## config.mk

```make
export PLATFORM = sky130hd
export DESIGN_NAME = sbus_sig_ctrl
export DESIGN_NICKNAME = d
export VERILOG_FILES = /design/src/rtl/sbus_sig_pkg.sv /design/src/rtl/sbus_sync.sv /design/src/rtl/sbus_cond_detect.sv /design/src/rtl/sbus_flags.sv /design/src/rtl/sbus_csr.sv /design/src/rtl/sbus_sig_ctrl.sv
export SDC_FILE = /design/constraint.sdc
export NUM_CORES = 1
export LEC_CHECK = 0
export BUFFER_PORTS_ARGS = -buffer_cell sky130_fd_sc_hd__buf_4
export CORE_AREA = 2 2 39 41
export DETAILED_ROUTE_END_ITERATION = 8
export DIE_AREA = 0 0 41 43
export GPL_ROUTABILITY_DRIVEN = 0
export GPL_TIMING_DRIVEN = 0
export PLACE_DENSITY = 0.72
export REMOVE_ABC_BUFFERS = 1
export SYNTH_ARGS = -nofsm -noshare
export SYNTH_HDL_FRONTEND = slang
export SYNTH_SLANG_ARGS = --single-unit
export TNS_END_PERCENT = 10
```

## constraint.sdc

```tcl
create_clock -name clk -period 2.3 [get_ports clk]
set_clock_uncertainty 0.05 [all_clocks]
set_input_delay 0.46 -clock clk [delete_from_list [all_inputs] [get_ports clk]]
set_output_delay 0.46 -clock clk [all_outputs]
set_load 0.02 [all_outputs]
```

## src/rtl/sbus_sig_pkg.sv

```systemverilog
// Shared constants and types for the serial bus signaling controller.
// Assumes an 8-bit register with a 4-bit storage nibble at the top.
package sbus_sig_pkg;
    localparam int unsigned CSR_W        = 8;
    localparam int unsigned BIDX_W       = $clog2(CSR_W);
    localparam int unsigned POS_RLS_FIRE = 0;
    localparam int unsigned POS_CMD_FIRE = 1;
    localparam int unsigned POS_RLS_SEEN = 2;
    localparam int unsigned POS_CMD_SEEN = 3;
    localparam int unsigned POS_AUX_LO   = 4;
    localparam int unsigned AUX_W        = CSR_W - POS_AUX_LO;

    // Decoded effect of one register write cycle.
    typedef struct packed {
        logic             rls_fire;
        logic             cmd_fire;
        logic             aux_we;
        logic [AUX_W-1:0] aux_next;
    } wr_dec_t;
endpackage

```

## src/rtl/sbus_sync.sv

```systemverilog
// Multi-stage synchronizer for asynchronous bus lines.
// Assumes that the lines idle at RST_VAL and that STAGES is at least 2.
module sbus_sync #(
    parameter int unsigned    WIDTH   = 2,
    parameter int unsigned    STAGES  = 2,
    parameter logic [WIDTH-1:0] RST_VAL = '1
) (
    input  logic             clk,
    input  logic             rst_n,
    input  logic [WIDTH-1:0] d,
    output logic [WIDTH-1:0] q
);
    logic [WIDTH-1:0] stg [STAGES];

    genvar g;
    generate
        for (g = 0; g < STAGES; g++) begin : g_stage
            if (g == 0) begin : g_first
                // First stage captures the raw line value.
                always_ff @(posedge clk) begin
                    if (!rst_n) stg[0] <= RST_VAL;
                    else        stg[0] <= d;
                end
            end else begin : g_next
                // Later stages shift the value along the chain.
                always_ff @(posedge clk) begin
                    if (!rst_n) stg[g] <= RST_VAL;
                    else        stg[g] <= stg[g-1];
                end
            end
        end
    endgenerate

    assign q = stg[STAGES-1];
endmodule

```

## src/rtl/sbus_cond_detect.sv

```systemverilog
// Finds release and command conditions on the synchronized bus lines.
// Release is a data rise while clock is high; command is a data fall
// while clock is high. Assumes that the inputs are already synchronized.
module sbus_cond_detect (
    input  logic clk,
    input  logic rst_n,
    input  logic scl_s,
    input  logic sda_s,
    output logic rel_evt,
    output logic cmd_evt
);
    logic sda_prev;

    // Keep the previous data value for edge detection.
    always_ff @(posedge clk) begin
        if (!rst_n) sda_prev <= 1'b1;
        else        sda_prev <= sda_s;
    end

    // Classify the data edges that happen while the clock is high.
    always_comb begin
        rel_evt = scl_s &&  sda_s && !sda_prev;
        cmd_evt = scl_s && !sda_s &&  sda_prev;
    end

    p_rel_rise_r5: assert property (@(posedge clk) disable iff (!rst_n)
        rel_evt |=> $past(sda_s) && !$past(sda_s, 2) || !$past(rst_n, 2))
        else $error("release without a data rise");
    p_cmd_fall_r6: assert property (@(posedge clk) disable iff (!rst_n)
        cmd_evt |=> !$past(sda_s))
        else $error("command without a data fall");
endmodule

```

## src/rtl/sbus_flags.sv

```systemverilog
// Detection flags for release and command conditions.
// A clear outranks any set. A release also clears the command flag.
module sbus_flags (
    input  logic clk,
    input  logic rst_n,
    input  logic rel_evt,
    input  logic cmd_evt,
    input  logic xfer_start,
    input  logic tx_en,
    input  logic rx_en,
    output logic rls_seen,
    output logic cmd_seen
);
    logic clr_all;

    // A transfer start, or both enables off, wipes both flags.
    always_comb clr_all = xfer_start || (!tx_en && !rx_en);

    // Release flag: clear outranks set.
    always_ff @(posedge clk) begin
        if (!rst_n || clr_all) rls_seen <= 1'b0;
        else if (rel_evt)      rls_seen <= 1'b1;
    end

    // Command flag: clear and a release both outrank set.
    always_ff @(posedge clk) begin
        if (!rst_n || clr_all || rel_evt) cmd_seen <= 1'b0;
        else if (cmd_evt)                 cmd_seen <= 1'b1;
    end

    p_clear_wins_r8: assert property (@(posedge clk) disable iff (!rst_n)
        (xfer_start || (!tx_en && !rx_en)) |=> (!rls_seen && !cmd_seen))
        else $error("flag survived a clear");
    p_rel_sets_r5: assert property (@(posedge clk) disable iff (!rst_n)
        (rel_evt && !xfer_start && (tx_en || rx_en)) |=> rls_seen)
        else $error("release not flagged");
    p_cmd_sets_r6: assert property (@(posedge clk) disable iff (!rst_n)
        (cmd_evt && !rel_evt && !xfer_start && (tx_en || rx_en)) |=> cmd_seen)
        else $error("command not flagged");
    p_rel_drops_cmd_r9: assert property (@(posedge clk) disable iff (!rst_n)
        rel_evt |=> !cmd_seen)
        else $error("command flag kept after release");
endmodule

```

## src/rtl/sbus_csr.sv

```systemverilog
// Write decode, storage nibble and serial-output latch.
// A byte write outranks a bit write. The trigger bits are not stored;
// they only act on the latch at the edge that samples the write.
module sbus_csr
    import sbus_sig_pkg::*;
(
    input  logic              clk,
    input  logic              rst_n,
    input  logic              wr_byte,
    input  logic [CSR_W-1:0]  wdata,
    input  logic              wr_bit,
    input  logic [BIDX_W-1:0] bit_idx,
    input  logic              bit_val,
    output logic [AUX_W-1:0]  aux,
    output logic              so_latch
);
    wr_dec_t dec;

    // Turn either write form into trigger pulses and storage updates.
    always_comb begin
        dec          = '0;
        dec.aux_next = aux;
        if (wr_byte) begin
            dec.rls_fire = wdata[POS_RLS_FIRE];
            dec.cmd_fire = wdata[POS_CMD_FIRE];
            dec.aux_we   = 1'b1;
            dec.aux_next = wdata[CSR_W-1:POS_AUX_LO];
        end else if (wr_bit) begin
            if (bit_idx == BIDX_W'(POS_RLS_FIRE)) dec.rls_fire = bit_val;
            if (bit_idx == BIDX_W'(POS_CMD_FIRE)) dec.cmd_fire = bit_val;
            if (bit_idx >= BIDX_W'(POS_AUX_LO)) begin
                dec.aux_we = 1'b1;
                dec.aux_next[bit_idx - BIDX_W'(POS_AUX_LO)] = bit_val;
            end
        end
    end

    // Storage nibble.
    always_ff @(posedge clk) begin
        if (!rst_n)          aux <= '0;
        else if (dec.aux_we) aux <= dec.aux_next;
    end

    // Output latch: release trigger outranks command trigger.
    always_ff @(posedge clk) begin
        if (!rst_n)            so_latch <= 1'b1;
        else if (dec.rls_fire) so_latch <= 1'b1;
        else if (dec.cmd_fire) so_latch <= 1'b0;
    end

    p_rel_fire_r2: assert property (@(posedge clk) disable iff (!rst_n)
        (wr_byte && wdata[POS_RLS_FIRE]) |=> so_latch)
        else $error("release trigger did not raise latch");
    p_cmd_fire_r3: assert property (@(posedge clk) disable iff (!rst_n)
        (wr_byte && wdata[POS_CMD_FIRE] && !wdata[POS_RLS_FIRE]) |=> !so_latch)
        else $error("command trigger did not drop latch");
    p_latch_hold_r4: assert property (@(posedge clk) disable iff (!rst_n)
        (!wr_byte && !wr_bit) |=> $stable(so_latch))
        else $error("latch moved without a write");
    p_byte_first_r11: assert property (@(posedge clk) disable iff (!rst_n)
        (wr_byte && wr_bit) |=> aux == $past(wdata[CSR_W-1:POS_AUX_LO]))
        else $error("bit write overrode byte write");
endmodule

```

## src/rtl/sbus_sig_ctrl.sv

```systemverilog
// Top of the serial bus release/command signaling controller.
// Register image: [7:4] storage, [3] command seen, [2] release seen,
// [1] command trigger (reads 0), [0] release trigger (reads 0).
// Assumes that scl_in and sda_in are asynchronous to clk.
module sbus_sig_ctrl
    import sbus_sig_pkg::*;
#(
    parameter int unsigned SYNC_STAGES = 2
) (
    input  logic              clk,
    input  logic              rst_n,
    input  logic              csr_wr_byte,
    input  logic [CSR_W-1:0]  csr_wdata,
    input  logic              csr_wr_bit,
    input  logic [BIDX_W-1:0] csr_bit_idx,
    input  logic              csr_bit_val,
    output logic [CSR_W-1:0]  csr_rdata,
    input  logic              scl_in,
    input  logic              sda_in,
    input  logic              xfer_start,
    input  logic              tx_en,
    input  logic              rx_en,
    output logic              so_latch
);
    logic [1:0]       line_s;
    logic             rel_evt, cmd_evt;
    logic             rls_seen, cmd_seen;
    logic [AUX_W-1:0] aux;

    sbus_sync #(.WIDTH(2), .STAGES(SYNC_STAGES), .RST_VAL(2'b11)) u_sync (
        .clk(clk), .rst_n(rst_n), .d({scl_in, sda_in}), .q(line_s)
    );

    sbus_cond_detect u_det (
        .clk(clk), .rst_n(rst_n), .scl_s(line_s[1]), .sda_s(line_s[0]),
        .rel_evt(rel_evt), .cmd_evt(cmd_evt)
    );

    sbus_flags u_flags (
        .clk(clk), .rst_n(rst_n), .rel_evt(rel_evt), .cmd_evt(cmd_evt),
        .xfer_start(xfer_start), .tx_en(tx_en), .rx_en(rx_en),
        .rls_seen(rls_seen), .cmd_seen(cmd_seen)
    );

    sbus_csr u_csr (
        .clk(clk), .rst_n(rst_n), .wr_byte(csr_wr_byte), .wdata(csr_wdata),
        .wr_bit(csr_wr_bit), .bit_idx(csr_bit_idx), .bit_val(csr_bit_val),
        .aux(aux), .so_latch(so_latch)
    );

    // Assemble the read image; trigger positions always read 0.
    always_comb begin
        csr_rdata                          = '0;
        csr_rdata[CSR_W-1:POS_AUX_LO]      = aux;
        csr_rdata[POS_CMD_SEEN]            = cmd_seen;
        csr_rdata[POS_RLS_SEEN]            = rls_seen;
    end

    p_no_both_flags_r9: assert property (@(posedge clk) disable iff (!rst_n)
        !(csr_rdata[POS_CMD_SEEN] && rel_evt) |-> 1'b1 ##1 !(rls_seen && cmd_seen && $past(rel_evt)))
        else $error("both flags after a release");
endmodule

```

Word-level counts from Yosys, hierarchy flattened:

Memory sizes are Yosys's and may differ from the RTL's.
Cells that the tools add are included.

* bits in registers: 8
* logic and storage cells: 45
* output and inout port bits: 9
* memories: 1
* RAM bits: 4
* input bits: 21

* reductions and logical operators: 19
* $add $sub $neg: 1
* $lt $le $gt $ge: 3
* bitwise gates (word level): 3
* eq/ne operators: 1
* multiplexer cells: 12

Memories
* u_sync.stg: depth 2, bits a word 2, read ports 2, clocked after memory_dff 0, write ports 2, RTL line sbus_sync.sv:13 `logic [WIDTH-1:0] stg [STAGES];`

Operators with widths (count)
* $mux 7: 2
* $logic_and 1x1->1: 6
* $logic_not 1->1: 5
* $mux 1: 5
* $mux 5: 1
* $bwmux 4: 1
* $mux 2: 2
* $reduce_bool 2->1: 2
* $eq 3x1->1 const B: 1
* $ge 3x1->1 const B: 1
* $ge 3x3->1 const B: 1
* $logic_not 3->1: 1
* $logic_or 1x1->1: 3
* $lt 3x3->1 const B: 1
* $reduce_and 3->1: 1
* $sub 3x3->3 const B: 1
* $demux 1 s2: 1
* $or 1x1->1: 2
* $reduce_or 2->1: 1
* $not 1->1: 1

Longest topological paths before layout:

Gate-level depths: netlist of run 1.

* word-level depth: 10
* mapped depth: 3
* gate-level depth less buffers: 3

Cells and area by module:

A second synthesis of run 1 with hierarchy kept.

* cell total of the unflattened synthesis: 53
* area, all modules: 530.5 um^2

By module, submodules not included
* sbus_csr: cells an instance 28, times used 1, sequential area each 100.1 um^2, area each 265.3 um^2
* sbus_sync: cells an instance 8, times used 1, sequential area each 80.1 um^2, area each 105.1 um^2
* sbus_flags: cells an instance 8, times used 1, sequential area each 40.0 um^2, area each 82.6 um^2
* sbus_cond_detect: cells an instance 4, times used 1, sequential area each 20.0 um^2, area each 43.8 um^2
* sbus_sig_ctrl: cells an instance 5, times used 1, sequential area each 0.0 um^2, area each 33.8 um^2

Least setup slack after synthesis of run 1:

OpenSTA, ideal clock, no wires.

* kind: input-to-reg
* start point: in csr_bit_idx[2]
* end point: reg u_csr.so_latch
* setup time: 0.064 ns
* path slack: 1.170 ns
* arrival: 1.016 ns
* path buffers: 0
* stages: 3
* data required time: 2.186 ns
* cell sequence: nand4bb_1 or3_1 nand4_1

* word-level cells in the longest chain between the ends: 5
* elaborated cells between the ends (all ways): 7
* those cells by class: 1 x eq/ne; 4 x mux; 2 x reduce/logical

Ends and longest elaborated chain
* from (decl): RTL line sbus_sig_ctrl.sv:15 `input logic [BIDX_W-1:0] csr_bit_idx,`
* $logic_not 3->1: RTL line sbus_csr.sv:29 `if (bit_idx == BIDX_W'(POS_RLS_FIRE)) dec.rls_fire = bit_val;`
* $mux 1: RTL line sbus_csr.sv:29
* $mux 7 (*): RTL line sbus_csr.sv:28 `end else if (wr_bit) begin`
* $mux 7 (*): RTL line sbus_csr.sv:23 `if (wr_byte) begin`
* $reduce_or 2->1 (no line)
* to (signal assigned): RTL line sbus_csr.sv:46 `if (!rst_n) so_latch <= 1'b1;`
* to (signal assigned): RTL line sbus_csr.sv:47 `else if (dec.rls_fire) so_latch <= 1'b1;`
* to (signal assigned): RTL line sbus_csr.sv:48 `else if (dec.cmd_fire) so_latch <= 1'b0;`
* to (decl): RTL line sbus_csr.sv:15 `output logic so_latch`

Every way passes the cells marked *; elsewhere a longest branch is shown, timed or not. The select of a mux whose other input is x is not followed.
A chain may end at the register's enable or synchronous reset.

Worst setup path in the final report of run 1:

* start point: reg u_flags.cmd_seen
* end point: out csr_rdata[3]

RTL lines
* from (decl): RTL line sbus_flags.sv:12 `output logic cmd_seen`
* from (signal assigned): RTL line sbus_flags.sv:27 `if (!rst_n || clr_all || rel_evt) cmd_seen <= 1'b0;`
* from (signal assigned): RTL line sbus_flags.sv:28 `else if (cmd_evt) cmd_seen <= 1'b1;`
* to (decl): RTL line sbus_sig_ctrl.sv:17 `output logic [CSR_W-1:0] csr_rdata,`

No word-level cell between the ends.

==> results.yml, run 1 <==
cts:
  cts_buffer_depth: 2
  setup_buffers_after_cts: 0
  cts.htree.levels: 1
  insertion_delay_ns: 0.27
  cts-root-buf: "clkbuf_4"
  postCtsResizedCells: 0
  cts_tree: "done"
  cts-buffers-inserted: 3
  cts.sink_count: 12
  cts_hold_buf: 0
  reg_clk_slew_reported_paths_ns: 0.07
layout:
  syn_to_final_growth_pct: 41.2
  post_route_cells_drive_above_1_share_pct: 35.8
  fin_area_um2: 733
  fin_nets: 103
  insertedDiodeCount: 0
  commonest_non_fill_non_tap_cell_in_the_layout: "buf_4"
  layout_common_cells: "25 x buf_4, 12 x dfxtp_1, 6 x nand2b_1"
global_routing:
  global_route.usage.total_pct: 13.8
  grt_pass1_wl_um: 1610
  first_global_vias: 411
  antenna_found_initial: 0
  grt-ovfl-total: 0
  grt_max_degree: 12
setup_path:
  cp-end-kind: "output port"
  worstSetupStartpointType: "flip-flop"
  cp_slowest_cell: "dfxtp_1"
  reg2reg_setup_slack_ns: 1.46
  timing.critical_path.cells: "buf_4"
  path_delay_family: "flip-flops"
  worst-path-max-fanout: 3
  cpPeakStageDelay_ns: 0.36
  crit_arrival_ns: 0.78
  worst-setup-path-type: "flip-flop to output port"
  timing.critical_path.buf_inv: 1
  worst-endpoint-required_ns: 1.79
die:
  die_area_mm2: 0.00176
  die_h_um: 43
  io-pin-count: 30
  std_cell_rows: 14
  chipWidth_um: 41
  effective_utilization_at_floorplan_pct: 37.5
  fp.coreArea_mm2: 0.00138
sta:
  timing.final.crit_share_pct: 56.0
  final.hold.worst_slack_ns: 0.314
  finalSetupViolations: 0
  max_fclk_mhz: 777
  final.setup.tns_ns: 0
  hold_viol_final: 0
  final_report_max_slew_violation_count: 0
  min_period_ns: 1.29
  grt_setup_unrepaired: "false"
synth:
  postSynthAreaPerCell_um2: 9.27
  flop_and_latch_count_out_of_synthesis: 12
  synth_top_area_cell: "dfxtp_1"
  synthCells: 56
  synth-warning-count: 0
  yosysSeqAreaShare_pct: 46.3
  synthesis.area_um2: 519
  synthDominantCellAreaShare_pct: 46.3
  yosys.cell_types.count: 22
  yosys-top-cells-area: "dfxtp_1 46%, nand2b_1 7.2%, mux2i_1 5.8%"
drt:
  wirelength_um: 1030
  detail_route.iter0.violations: 9
  ant_nets: 0
  route.detailed.drc: 0
  drt_first_pass_iters: 5
  detail_route.vias_per_cell: 4.93
  routed_wire_length_per_instance_um: 10.6
  vias: 478
power_and_ir_drop:
  power_per_standard_cell_area_mw_per_mm2: 639
  vdd.ir_drop.worst_mv: 0.439
  cellLeakagePower_nw: 0.347
placed_design:
  port-buffer-count: 25
  post-dp-hpwl_um: 793
  post_dp_cell_area_um2: 697
outcome:
  run_status: "complete, no violations"
run:
  cap_viol_max_count: 0
worst_hold_path:
  hold_path_class: "input pin to flip-flop"
-- cell type report --
class / count / area, um^2
clock buffer: 4 / 36.3
fill: 141 / 651
inverter: 3 / 11.3
multi-input combinational: 37 / 238
sequential: 12 / 240
tap: 16 / 20.0
timing repair buffer: 25 / 188
-- path summary, 6_finish.rpt --
kind / from / to / cells after the start
max: u_flags.cmd_seen / csr_rdata[3] / 1
min: scl_in / u_sync.stg[0][1] / 2
max reg2reg: u_det.sda_prev / u_flags.cmd_seen / 3
min reg2reg: u_sync.stg[0][0] / u_sync.stg[1][0] / 1
-- power breakdown --
group / total [mW] / leakage [nW] / switching (mW) / internal (mW)
logic: 0.0753 / 0.227 / 0.0345 / 0.0408
clock network: 0.170 / 0.0210 / 0.0740 / 0.0963
registers: 0.223 / 0.0991 / 0.00470 / 0.218
-- layer usage --
layer  track usage [%]  vias up  wire [um]
met3              1.57        4         63
met2              22.2       21        490
met5                 0        -          0
li1                  -      246          -
met1              15.6      207        454
met4              10.0        0         21
-- registers in the layout (all words and copies together), names as in the netlist --
signal / count
u_sync.stg: 4
u_csr.aux: 4
u_det.sda_prev: 1
u_flags.rls_seen: 1
u_csr.so_latch: 1
u_flags.cmd_seen: 1
-- per-stage QoR --
step / utilization, % / setup slack, ns / power, mW / cells
final: 53.0 / 1.01 / 0.468 / 97
after global routing: 53.0 / 0.970 / 0.490 / 97
after CTS: 53.0 / 0.993 / 0.476 / 97
after detailed placement: 50.4 / 0.994 / 0.304 / 93
after global placement: 50.4 / 1.00 / 0.301 / 93
after floorplan: - / 1.17 / 0.259 / 52
-- synthesized netlist by cell type --
cell        n
buf_4       4
nand4_1     2
nand4bb_1   1
a21oi_1     4
nor2_1      3
clkbuf_1    1
conb_1      1
nand2b_1    6
mux2i_1     3
a211oi_1    1
dfxtp_1    12
inv_1       3
o21ai_0     4
and4b_1     1
o211ai_1    2
nand4b_1    1
nand2_1     2
or3_1       1
a2bb2oi_1   1
a31oi_1     1
nor3_1      1
and4bb_1    1
-- logic make-up (layout without fill, tap and decap cells) --
family | after synthesis | after routing | share of synthesized area [%]
flip-flops | 12 | 12 | 46.3
AO/OA/AOI/OAI | 13 | 13 | 14.9
buffers and inverters | 8 | 32 | 8.67
AND/OR/NAND/NOR | 19 | 19 | 23.6
multiplexers | 3 | 3 | 5.78
other | 1 | 2 | 0.722
Power figures use the tool's default switching activity.
==> inputs of run 2 (changes only) <==
--- a/config.mk
+++ b/config.mk
@@ -5,13 +5,14 @@
 export SDC_FILE = /design/constraint.sdc
 export NUM_CORES = 1
 export LEC_CHECK = 0
+export ABC_AREA = 1
 export BUFFER_PORTS_ARGS = -buffer_cell sky130_fd_sc_hd__buf_4
-export CORE_AREA = 2 2 39 41
+export CORE_AREA = 2 2 43 45
 export DETAILED_ROUTE_END_ITERATION = 8
-export DIE_AREA = 0 0 41 43
+export DIE_AREA = 0 0 45 47
 export GPL_ROUTABILITY_DRIVEN = 0
 export GPL_TIMING_DRIVEN = 0
-export PLACE_DENSITY = 0.72
+export PLACE_DENSITY = 0.68
 export REMOVE_ABC_BUFFERS = 1
 export SYNTH_ARGS = -nofsm -noshare
 export SYNTH_HDL_FRONTEND = slang
==> constraint.sdc (replaced) <==
create_clock -name clk -period 1.1 [get_ports clk]
set_clock_uncertainty 0.05 [all_clocks]
set_input_delay 0.22 -clock clk [delete_from_list [all_inputs] [get_ports clk]]
set_output_delay 0.22 -clock clk [all_outputs]
set_load 0.02 [all_outputs]
==> run 2 against run 1 <==
  * Clock power grew 100%
  * Core utilization shrank 4.4 points
  * Sequential share of layout area shrank 2.8 points
  * Total power grew 110%
  * Critical path depth is the same
  * Clock-buffer cell count is the same
  * Area after synthesis grew 14%
  * Critical path type unchanged
  * Register-to-register slack lost 1.2 ns
  * Via count grew 19%
  * Die area grew 20%
==> results.yml, run 2 <==
sta:
  fin_ws_ns: 0.0893
  timing.final.crit_share_pct: 91.9
  hold_viol_final: 0
  finalSetupViolations: 0
  max_fclk_mhz: 989
  grt_setup_unrepaired: "false"
  final.setup.tns_ns: 0
  final.hold.worst_slack_ns: 0.0791
  final_report_max_slew_violation_count: 0
  min_period_ns: 1.01
synth:
  postSynthAreaPerCell_um2: 6.87
  async_flop_share_pct: 0
  synthCells: 86
  synthesis.area_um2: 591
  synth-warning-count: 0
  yosys.cell_types.count: 18
  flop_and_latch_count_out_of_synthesis: 12
  postSynth.topFlopCell: "dfxtp_1"
  synth_top_area_cell: "dfxtp_1"
  synth_edf_count: 0
  synth.most_common_cell: "nand2_1"
  yosysSeqAreaShare_pct: 40.7
  synthDominantCellAreaShare_pct: 40.7
  ys_top_cells_by_count: "20 x nand2_1, 14 x inv_1, 12 x dfxtp_1"
  yosys-top-cells-area: "dfxtp_1 41%, nand2_1 13%, inv_1 8.9%"
setup_path:
  cp_slowest_cell: "dfxtp_1"
  cpPeakStageDelay_ns: 0.33
  reg2reg_setup_slack_ns: 0.28
  timing.critical_path.buf_inv: 1
  worst-setup-path-type: "flip-flop to output port"
  worst-path-max-fanout: 2
  worstSetupStartpointType: "flip-flop"
  timing.critical_path.cells: "buf_4"
  crit_arrival_ns: 0.74
  path_delay_family: "flip-flops"
  cp-end-kind: "output port"
  worst-endpoint-required_ns: 0.83
power_and_ir_drop:
  vdd.ir_drop.worst_mv: 0.785
  share_seq_of_total_power_pct: 47.1
  power_per_standard_cell_area_mw_per_mm2: 1220
  power.share.switching_pct: 24.2
  cell_internal_power_mw: 0.743
  clock_share_of_power_pct: 35.1
  combinationalPowerShare_pct: 17.8
  cellLeakagePower_nw: 0.442
  power_switching_mw: 0.237
placed_design:
  port-buffer-count: 25
  place_worst_setup_slack_ns: 0.116
  post-dp-hpwl_um: 920
run:
  cap_viol_max_count: 0
global_routing:
  grt-ovfl-total: 0
  grt_pass1_wl_um: 1810
  antenna_found_initial: 0
  global_route.usage.total_pct: 12.5
  first_global_vias: 438
  grt_max_degree: 13
layout:
  num-fill-cells: 166
  syn_to_final_growth_pct: 35.8
  layout_common_cells: "25 x buf_4, 20 x nand2_1, 14 x inv_1"
  post_route_cells_drive_above_1_share_pct: 33.3
  fin_nets: 133
  commonest_non_fill_non_tap_cell_in_the_layout: "buf_4"
  layout_top_registers: "u_csr.aux (4), u_sync.stg (4)"
  insertedDiodeCount: 0
cts:
  postCtsResizedCells: 0
  cts.htree.levels: 1
  cts_tree: "done"
  cts_buffer_depth: 2
  cts_hold_buf: 0
  cts-buffers-inserted: 3
  cts-root-buf: "clkbuf_4"
  cts.sink_count: 12
  reg_clk_slew_reported_paths_ns: 0.07
  insertion_delay_ns: 0.27
  setup_buffers_after_cts: 0
outcome:
  run_status: "complete, no violations"
drt:
  detail_route.iter0.violations: 4
  routed_wire_length_per_instance_um: 9.02
  route.detailed.drc: 0
  vias: 571
  wirelength_um: 1150
  drt_first_pass_iters: 2
  ant_nets: 0
  detail_route.vias_per_cell: 4.46
die:
  fp.coreArea_mm2: 0.00165
  io-pin-count: 30
  chipWidth_um: 45
  die_area_mm2: 0.00212
  effective_utilization_at_floorplan_pct: 35.8
  std_cell_rows: 15
  die_h_um: 47
worst_hold_path:
  hold_path_class: "input pin to flip-flop"
## run 2: path summary, 6_finish.rpt
check                        start               end  cells past startpoint
setup reg to reg  u_sync.stg[1][0]  u_flags.cmd_seen                      4
hold reg to reg   u_sync.stg[0][1]  u_sync.stg[1][1]                      1
setup / recovery  u_flags.rls_seen      csr_rdata[2]                      1
hold / removal              sda_in  u_sync.stg[0][0]                      2
## run 2: layer usage
| metal | part of all wire, % | up-vias | global-route usage [%] |
|---|---|---|---|
| li1 | - | 311 | - |
| met1 | 43 | 244 | 13.1 |
| met2 | 50 | 14 | 20.0 |
| met3 | 6.0 | 2 | 6.92 |
| met4 | 1.6 | 0 | 7.06 |
| met5 | 0 | - | 0 |
## run 2: power groups by stage
stage	sequential (mW)	combinational, mW	clock [mW]
after floorplan	0.488	0.0692	0
after global placement	0.472	0.172	0
after detailed placement	0.473	0.175	0
after CTS	0.462	0.176	0.361
after global routing	0.464	0.193	0.386
final	0.462	0.174	0.344
## run 2: area by class of cell
cell class	instances	area (um^2)	area share [%]
clock buffers	4	36.3	4.52
inverters	15	56.3	7.02
multi-input cells	55	260	32.4
flip-flops and latches	12	240	30.0
well taps	17	21.3	2.65
repair buffers	25	188	23.4
## run 2: stage by stage
step | instance area, um^2 | util [%] | instances | power, mW
after floorplan | 557 | - | 82 | 0.557
after global placement | 766 | 46.4 | 124 | 0.644
after detailed placement | 766 | 46.4 | 124 | 0.648
after CTS | 802 | 48.6 | 128 | 0.999
after global routing | 802 | 48.6 | 128 | 1.04
final | 802 | 48.6 | 128 | 0.981
## run 2: cells by family (layout without fill, tap and decap cells)
group,Yosys count,count (layout),share of synthesized area [%]
and+or+nand+nor,47,47,36.7
buffers and inverters,20,44,15.9
AOI/OAI and AO/OA,6,6,6.14
DFF,12,12,40.7
other,1,2,0.635
